**config.mk**
```make
export PLATFORM = sky130hd
export DESIGN_NAME = ldma_channel
export DESIGN_NICKNAME = d
export VERILOG_FILES = /design/src/rtl/ldma_pkg.sv /design/src/rtl/ldma_cmd_decode.sv /design/src/rtl/ldma_addr_unit.sv /design/src/rtl/ldma_channel.sv
export SDC_FILE = /design/constraint.sdc
export NUM_CORES = 1
export LEC_CHECK = 0
export CAP_MARGIN = 20
export CORE_MARGIN = 5
export CORE_UTILIZATION = 40
export CTS_CLUSTER_SIZE = 12
export DETAILED_ROUTE_END_ITERATION = 8
export GPL_TIMING_DRIVEN = 0
export PLACE_DENSITY = 0.67
export SYNTH_ARGS = -nofsm -noshare
export SYNTH_HDL_FRONTEND = slang
export SYNTH_SLANG_ARGS = --single-unit
```
**constraint.sdc**
```tcl
create_clock -name clk -period 3.3 [get_ports clk]
set_input_delay 0.495 -clock clk [delete_from_list [all_inputs] [get_ports clk]]
set_output_delay 0.495 -clock clk [all_outputs]
set_load 0.005 [all_outputs]
```
**src/rtl/ldma_pkg.sv**
```systemverilog
package ldma_pkg;

  localparam int CMD_LEN_W = 13;

  typedef enum logic [2:0] {
    S_IDLE, S_FETCH, S_LOAD, S_BURST, S_RD, S_WR, S_DONE, S_ERR
  } ldma_state_e;

  // Decoded fields of a descriptor command word
  typedef struct packed {
    logic                 inc_src;
    logic                 inc_tgt;
    logic                 pace_src;
    logic                 pace_tgt;
    logic                 ev_start;
    logic                 ev_end;
    logic                 swap;
    logic [CMD_LEN_W-1:0] len;
  } ldma_cmd_t;

  // Keep only the lanes of the beat, reversing them when asked
  function automatic logic [31:0] lane_pack(input logic [31:0] d,
                                            input logic        sw,
                                            input logic [1:0]  size);
    logic [31:0] r;
    unique case (size)
      2'd0:    r = {24'b0, d[7:0]};
      2'd1:    r = sw ? {16'b0, d[7:0], d[15:8]} : {16'b0, d[15:0]};
      default: r = sw ? {d[7:0], d[15:8], d[23:16], d[31:24]} : d;
    endcase
    return r;
  endfunction

endpackage

```
**src/rtl/ldma_cmd_decode.sv**
```systemverilog
module ldma_cmd_decode
  import ldma_pkg::*;
(
  input  logic [31:0] cmd_word,
  output ldma_cmd_t   cmd,
  output logic [2:0]  step_bytes,
  output logic [5:0]  burst_bytes,
  output logic [1:0]  size_code
);

  logic unused_cmd_bits;
  assign unused_cmd_bits = ^{cmd_word[27:23], cmd_word[20:19], cmd_word[13]};

  always_comb begin
    cmd.inc_src  = cmd_word[31];
    cmd.inc_tgt  = cmd_word[30];
    cmd.pace_src = cmd_word[29];
    cmd.pace_tgt = cmd_word[28];
    cmd.ev_start = cmd_word[22];
    cmd.ev_end   = cmd_word[21];
    cmd.swap     = cmd_word[18];
    cmd.len      = cmd_word[CMD_LEN_W-1:0];

    unique case (cmd_word[15:14])
      2'd1:    begin step_bytes = 3'd1; size_code = 2'd0; end
      2'd2:    begin step_bytes = 3'd2; size_code = 2'd1; end
      default: begin step_bytes = 3'd4; size_code = 2'd2; end
    endcase

    unique case (cmd_word[17:16])
      2'd1:    burst_bytes = 6'd8;
      2'd2:    burst_bytes = 6'd16;
      2'd3:    burst_bytes = 6'd32;
      default: burst_bytes = {3'b0, step_bytes};
    endcase
  end

endmodule

```
**src/rtl/ldma_addr_unit.sv**
```systemverilog
module ldma_addr_unit #(
  parameter int AW = 32,
  parameter int LW = 13
) (
  input  logic          clk,
  input  logic          rst_n,
  input  logic          load,
  input  logic          advance,
  input  logic [AW-1:0] src_init,
  input  logic [AW-1:0] tgt_init,
  input  logic [LW-1:0] len_init,
  input  logic          inc_src,
  input  logic          inc_tgt,
  input  logic [2:0]    step,
  output logic [AW-1:0] src_q,
  output logic [AW-1:0] tgt_q,
  output logic [LW-1:0] rem_q,
  output logic          last_beat
);

  logic [AW-1:0] src_d, tgt_d;
  logic [LW-1:0] rem_d;
  logic [AW-1:0] step_a;
  logic [LW-1:0] step_l;
  logic          upd;

  assign step_a    = AW'(step);
  assign step_l    = LW'(step);
  assign last_beat = (rem_q <= step_l);
  assign upd       = load | advance;

  always_comb begin
    src_d = src_q;
    tgt_d = tgt_q;
    rem_d = rem_q;
    if (load) begin
      src_d = src_init;
      tgt_d = tgt_init;
      rem_d = len_init;
    end else if (advance) begin
      if (inc_src) src_d = src_q + step_a;
      if (inc_tgt) tgt_d = tgt_q + step_a;
      rem_d = last_beat ? '0 : rem_q - step_l;
    end
  end

  always_ff @(posedge clk or negedge rst_n) begin
    if (!rst_n) begin
      src_q <= '0;
      tgt_q <= '0;
      rem_q <= '0;
    end else if (upd) begin
      src_q <= src_d;
      tgt_q <= tgt_d;
      rem_q <= rem_d;
    end
  end

  // a beat never makes the remaining count grow
  a_r5_rem_monotonic: assert property (@(posedge clk) disable iff (!rst_n)
    (advance && !load) |=> (rem_q <= $past(rem_q)));

  // a cleared increment flag keeps the source address fixed
  a_r4_src_fixed: assert property (@(posedge clk) disable iff (!rst_n)
    (advance && !load && !inc_src) |=> $stable(src_q));

endmodule

```
**src/rtl/ldma_channel.sv**
```systemverilog
module ldma_channel
  import ldma_pkg::*;
#(
  parameter int AW = 32
) (
  input  logic          clk,
  input  logic          rst_n,
  input  logic          go_i,
  input  logic [AW-1:0] head_addr_i,
  input  logic          abort_i,
  input  logic          req_valid_i,
  output logic          mem_req_o,
  output logic          mem_we_o,
  output logic [AW-1:0] mem_addr_o,
  output logic [1:0]    mem_size_o,
  output logic [31:0]   mem_wdata_o,
  input  logic [31:0]   mem_rdata_i,
  input  logic          mem_ack_i,
  input  logic          mem_err_i,
  output logic          busy_o,
  output logic          evt_start_o,
  output logic          evt_end_o,
  output logic          evt_err_o,
  output logic [AW-1:0] cur_src_o,
  output logic [AW-1:0] cur_tgt_o
);

  localparam int WW     = 32;
  localparam int NWORDS = 4;
  localparam int WIDX_W = $clog2(NWORDS);
  localparam int LW     = CMD_LEN_W;
  localparam int W_NEXT = 0;
  localparam int W_SRC  = 1;
  localparam int W_TGT  = 2;
  localparam int W_CMD  = 3;

  ldma_state_e       state_q, state_d;
  logic [WIDX_W-1:0] widx_q, widx_d;
  logic [AW-1:0]     ptr_q, ptr_d;
  logic [WW-1:0]     data_q, data_d;
  logic [5:0]        bleft_q, bleft_d;
  logic [WW-1:0]     words_q [NWORDS];
  logic              word_we;
  logic              data_we;
  logic              ptr_we;
  logic              bleft_we;

  ldma_cmd_t         cmd;
  logic [2:0]        step;
  logic [5:0]        burst_bytes;
  logic [1:0]        size_code;
  logic              pace;
  logic              au_load, au_adv;
  logic [AW-1:0]     src_q, tgt_q;
  logic [LW-1:0]     rem_q;
  logic              last_beat;
  logic              unused_next_bits;

  assign unused_next_bits = ^words_q[W_NEXT][3:1];

  // Descriptor word registers, one enable per word
  for (genvar g = 0; g < NWORDS; g++) begin : g_word
    always_ff @(posedge clk or negedge rst_n) begin
      if (!rst_n)                                     words_q[g] <= '0;
      else if (word_we && (widx_q == WIDX_W'(g)))     words_q[g] <= mem_rdata_i;
    end
  end

  ldma_cmd_decode u_dec (
    .cmd_word    (words_q[W_CMD]),
    .cmd         (cmd),
    .step_bytes  (step),
    .burst_bytes (burst_bytes),
    .size_code   (size_code)
  );

  assign pace = cmd.pace_src | cmd.pace_tgt;

  ldma_addr_unit #(.AW(AW), .LW(LW)) u_addr (
    .clk       (clk),
    .rst_n     (rst_n),
    .load      (au_load),
    .advance   (au_adv),
    .src_init  (words_q[W_SRC][AW-1:0]),
    .tgt_init  (words_q[W_TGT][AW-1:0]),
    .len_init  (cmd.len),
    .inc_src   (cmd.inc_src),
    .inc_tgt   (cmd.inc_tgt),
    .step      (step),
    .src_q     (src_q),
    .tgt_q     (tgt_q),
    .rem_q     (rem_q),
    .last_beat (last_beat)
  );

  // Next-state logic
  always_comb begin
    state_d  = state_q;
    widx_d   = widx_q;
    ptr_d    = ptr_q;
    data_d   = data_q;
    bleft_d  = bleft_q;
    word_we  = 1'b0;
    data_we  = 1'b0;
    ptr_we   = 1'b0;
    bleft_we = 1'b0;
    au_load  = 1'b0;
    au_adv   = 1'b0;
    unique case (state_q)
      S_IDLE: begin
        if (go_i) begin
          ptr_d   = {head_addr_i[AW-1:4], 4'b0};
          ptr_we  = 1'b1;
          widx_d  = '0;
          state_d = S_FETCH;
        end
      end
      S_FETCH: begin
        if (mem_err_i) begin
          state_d = S_ERR;
        end else if (mem_ack_i) begin
          word_we = 1'b1;
          widx_d  = widx_q + 1'b1;
          if (widx_q == WIDX_W'(NWORDS - 1)) state_d = S_LOAD;
        end
      end
      S_LOAD: begin
        au_load = 1'b1;
        if (abort_i)            state_d = S_IDLE;
        else if (cmd.len == '0) state_d = S_DONE;
        else                    state_d = S_BURST;
      end
      S_BURST: begin
        if (abort_i) begin
          state_d = S_IDLE;
        end else if (!pace || req_valid_i) begin
          bleft_d  = burst_bytes;
          bleft_we = 1'b1;
          state_d  = S_RD;
        end
      end
      S_RD: begin
        if (mem_err_i) begin
          state_d = S_ERR;
        end else if (mem_ack_i) begin
          data_d  = mem_rdata_i;
          data_we = 1'b1;
          state_d = S_WR;
        end
      end
      S_WR: begin
        if (mem_err_i) begin
          state_d = S_ERR;
        end else if (mem_ack_i) begin
          au_adv   = 1'b1;
          bleft_d  = bleft_q - {3'b0, step};
          bleft_we = 1'b1;
          if (last_beat)                    state_d = S_DONE;
          else if (bleft_q <= {3'b0, step}) state_d = S_BURST;
          else                              state_d = S_RD;
        end
      end
      S_DONE: begin
        if (abort_i || words_q[W_NEXT][0]) begin
          state_d = S_IDLE;
        end else begin
          ptr_d   = {words_q[W_NEXT][AW-1:4], 4'b0};
          ptr_we  = 1'b1;
          widx_d  = '0;
          state_d = S_FETCH;
        end
      end
      S_ERR:   state_d = S_IDLE;
      default: state_d = S_IDLE;
    endcase
  end

  // State registers
  always_ff @(posedge clk or negedge rst_n) begin
    if (!rst_n) begin
      state_q <= S_IDLE;
      widx_q  <= '0;
      ptr_q   <= '0;
      data_q  <= '0;
      bleft_q <= '0;
    end else begin
      state_q <= state_d;
      widx_q  <= widx_d;
      if (ptr_we)   ptr_q   <= ptr_d;
      if (data_we)  data_q  <= data_d;
      if (bleft_we) bleft_q <= bleft_d;
    end
  end

  // Memory port
  always_comb begin
    mem_req_o   = 1'b0;
    mem_we_o    = 1'b0;
    mem_addr_o  = ptr_q + AW'({widx_q, 2'b00});
    mem_size_o  = 2'd2;
    mem_wdata_o = '0;
    unique case (state_q)
      S_FETCH: mem_req_o = 1'b1;
      S_RD: begin
        mem_req_o  = 1'b1;
        mem_addr_o = src_q;
        mem_size_o = size_code;
      end
      S_WR: begin
        mem_req_o   = 1'b1;
        mem_we_o    = 1'b1;
        mem_addr_o  = tgt_q;
        mem_size_o  = size_code;
        mem_wdata_o = lane_pack(data_q, cmd.swap, size_code);
      end
      default: ;
    endcase
  end

  assign busy_o      = (state_q != S_IDLE);
  assign evt_start_o = (state_q == S_LOAD) && cmd.ev_start;
  assign evt_end_o   = (state_q == S_DONE) && cmd.ev_end;
  assign evt_err_o   = (state_q == S_ERR);
  assign cur_src_o   = src_q;
  assign cur_tgt_o   = tgt_q;

  // a pending request holds still until it is answered
  a_r14_req_hold: assert property (@(posedge clk) disable iff (!rst_n)
    (mem_req_o && !mem_ack_i && !mem_err_i) |=>
      (mem_req_o && $stable(mem_addr_o) && $stable(mem_we_o) && $stable(mem_wdata_o)));

  // descriptor fetches are aligned word reads
  a_r2_fetch_word: assert property (@(posedge clk) disable iff (!rst_n)
    (state_q == S_FETCH) |-> (!mem_we_o && mem_size_o == 2'd2 && mem_addr_o[1:0] == 2'b00));

  // a zero-length descriptor goes straight to completion
  a_r6_zero_len: assert property (@(posedge clk) disable iff (!rst_n)
    (state_q == S_LOAD && cmd.len == '0 && !abort_i) |=> (state_q == S_DONE));

  // an error leaves the channel idle and quiet
  a_r12_err_halt: assert property (@(posedge clk) disable iff (!rst_n)
    evt_err_o |=> (!busy_o && !mem_req_o));

  // a paced burst only starts after a request
  a_r11_paced: assert property (@(posedge clk) disable iff (!rst_n)
    (state_q == S_RD && $past(state_q) == S_BURST && pace) |-> $past(req_valid_i));

  // no write beat is issued once the count is used up
  a_r5_no_extra_beat: assert property (@(posedge clk) disable iff (!rst_n)
    (mem_req_o && mem_we_o) |-> (rem_q != '0));

endmodule

```
==> flow_summary.yaml <==
timing:
  period_share_pct: 101
  hold_viol: 0
  clock_skew_ns: 0.0231
  worst_slew_pin_slew_ns: 0.946
  maxSlewHeadroom_pct: 36.9
  slew_violations: 0
  period_needed_ns: 3.32
  fin_hold_ws_ns: 0.450
  finalSetupViolCount: 1
  fmax_ghz: 0.301
  finalWorstSetupSlack_ns: -0.0196
  rsz0062_at_grt: "yes"
job:
  maxCapViolations: 0
setup_path:
  critPathArrivalTime_ns: 2.82
  endpoint: "mem_addr_o[5]"
  r2r_slack_ns: 0.09
  cp_slowest_stage_delay_ns: 0.51
  critPathCaptureType: "primary output"
  r2r_end: "u_addr.tgt_q[30]"
  critPathBufInv: 3
  cp_top_family: "buffers and inverters"
  r2r-start: "words_q[15]"
  cp_data_required_time_ns: 2.80
  path_depth: 5
  path_class: "register to primary output"
  critPathLaunch: "state_q[0]"
  slowest_stage: "dfrtp_2"
  start_kind: "register"
  path_max_fanout: 13
  r2r.worst_path.cells: 12
  crit_top_cell: "buf_4"
  cp_cell_sequence: "buf_4, buf_4, mux2i_1, a21oi_1, clkdlybuf4s50_1"
clocking:
  cts_sinks: 265
  path_clk_slew_ns: 0.06
  cts_root_buf: "clkbuf_16"
  clk_latency_ns: 0.59
  cts_tree: "done"
  h-tree-depth: 1
  cts_buffer_depth: 3
  cts_buffers: 30
global_route:
  grt_pass1_wl_um: 77000
  antenna_found_initial: 0
  track_usage_pct: 25.9
  grt_max_degree: 100
  grt_pass1_vias: 12183
  grt.overflow.total: 0
logic_synthesis:
  synth_warnings: 0
  synth-edff-count: 0
  ys_ff_latch: 265
  yosysTopAreaCell: "dfrtp_1"
  synth.most_common_cell: "dfrtp_1"
  synthDistinctLibCells: 78
  async_reset_ff_share_pct: 100
  syn_area_per_cell_um2: 10.3
  synth_flop_cell: "dfrtp_1"
  netlist_instances: 1361
  synth_common_cells: "265 x dfrtp_1, 155 x mux2_2, 134 x nand2_1"
  synth_top_area_share_pct: 47.4
  ys_seq_area_share_pct: 47.4
  synth_area_um2: 14000
  yosys-top-cells-area: "dfrtp_1 47%, mux2_2 12%, mux2i_1 5.4%"
  synth_nets: 1455
routing:
  post_drt_via_cell_ratio: 5.99
  num_vias: 12544
  drtIter0Drc: 1100
  drc: 0
  finalWirelength_um: 52000
  ant_nets: 0
  wl_per_cell_um: 24.8
  drtPass1Iterations: 5
finish:
  design_area_um2: 18000
  area_delta_synth_final_pct: 29.0
  num-nets-final: 1710
  post-route-util_pct: 52.2
  antenna_cells: 0
  fillers: 3185
  drive_above_1_share_pct: 18.4
pwr:
  vdd_drop_max_uv: 478
  p_comb_share_pct: 41.7
  seq_power_share_pct: 36.7
  p_per_area_nw_per_um2: 894
  p_sw_w: 0.00621
  leakagePower_nw: 7.86
  internal-power_w: 0.00991
  pwr-share-clk_pct: 21.6
  p_total_w: 0.0161
  swShare_pct: 38.5
place:
  gp_congestion: 0.995
  dpl-instance-area_um2: 16600
  pre_cts_slack_ns: -0.650
  place_hpwl_um: 39100
  numPortBuffers: 200
die:
  dieArea_um2: 38800
  core_area_um2: 34500
  die_h_um: 197
  fp-row-count: 68
  ios: 207
  die_w_um: 197
  start_util_pct: 40.5
hold_path:
  min_path_type: "input pin to asynchronous set/reset pin"
run_status:
  status: "finished with violations"
  violations: "setup timing"
-- placed cells by master, fill, tap and decap left out, types with 7 or more instances in the layout --
cell,instances
a21o_1,7
a21oi_1,80
a221o_1,13
a22o_1,7
a22oi_1,16
and2_1,11
and3_1,12
buf_1,7
buf_2,9
buf_4,28
clkbuf_1,52
clkbuf_16,30
clkbuf_2,8
clkbuf_8,11
clkdlybuf4s50_1,191
dfrtp_1,263
ha_1,16
inv_1,25
mux2_2,155
mux2i_1,74
nand2_1,132
nand3_1,57
nand4_1,14
nor2_1,121
nor3_1,22
nor4_1,16
o211ai_1,28
o21ai_0,30
o21ai_1,8
o311ai_0,25
or3_1,9
or4_1,15
-- worst register-to-register path, delay by kind of cell, from the launching register on --
| family | cells | cell delay (ns) |
|---|---|---|
| and+or+nand+nor | 4 | 1.23 |
| AOI/OAI and AO/OA | 1 | 0.11 |
| DFF | 1 | 0.43 |
| buffers and inverters | 4 | 0.53 |
| adders and majority gates | 3 | 0.87 |
-- power groups by stage --
stage	combinational [W]	clock [W]	sequential (W)
after floorplan	0.00358	0	0.00535
after global placement	0.00628	0	0.00583
after detailed placement	0.00639	0	0.00586
after CTS	0.00659	0.00350	0.00585
after global routing	0.00725	0.00365	0.00604
final	0.00672	0.00347	0.00592
-- state kept, by name, indices dropped and copies added, names as in the netlist, 3 cells and up --
signal / cells
bleft_q: 6
data_q: 32
ptr_q: 28
state_q: 3
u_addr.rem_q: 13
u_addr.src_q: 32
u_addr.tgt_q: 32
words_q: 117
-- how the worst min path moves through the flow --
| stage | slack [ns] | to | depth (start not counted) |
|---|---|---|---|
| 6_report | 0.45 | words_q[119] | 2 |
| 3_3_place_gp | 0.46 | u_addr.tgt_q[6] | 2 |
| 3_5_place_dp | 0.46 | u_addr.tgt_q[6] | 2 |
| 2_1_floorplan | 0.20 | bleft_q[0] | 0 |
| 4_1_cts | 0.48 | words_q[119] | 2 |
| 5_1_grt | 0.51 | words_q[119] | 2 |
-- cell type report --
class,count,area [um2],share of cell area (%)
plain buffers,84,390,2.16
clock buffers,43,900,4.99
clock inverters,11,135,0.749
inverters,28,118,0.652
multi-input cells,982,7030,39.0
flip-flops and latches,265,6630,36.8
well taps,455,569,3.16
repair buffers,225,2260,12.5
-- what timing repair did --
item                                    CTS  global route
setup buffers                            11            10
pin swaps                                 4             6
resized for setup                        61            33
endpoints found under the setup margin   87            34
endpoints found under the hold margin    72             0
hold buffers                              1             0
-- cell families after synthesis --
kind of cell | count (synthesis) | share of synthesized area (%)
AO/OA/AOI/OAI | 269 | 13.1
adder cells (fa/ha/maj) | 23 | 2.27
flip-flops | 265 | 47.4
multiplexers | 231 | 17.9
AND/OR/NAND/NOR | 451 | 15.5
buffers and inverters | 114 | 3.21
XOR/XNOR | 8 | 0.501
-- through the flow --
step | TNS [ns] | instances
global route | -0.154 | 2093
floorplan | 0 | 1361
finish | -0.0196 | 2093
detailed placement | -18.71 | 2019
global placement | -2606.01 | 2016
CTS | 0 | 2083
-- per-layer routing --
metal  track usage, %  routed length, um  part of all wire, %
met5                0                  0                    0
met4             8.24               1890                  3.6
met3             4.84               4710                  9.1
met2             39.7              23300                   45
met1             37.3              22100                   43
No activity file was read; power rests on OpenSTA's default activity.
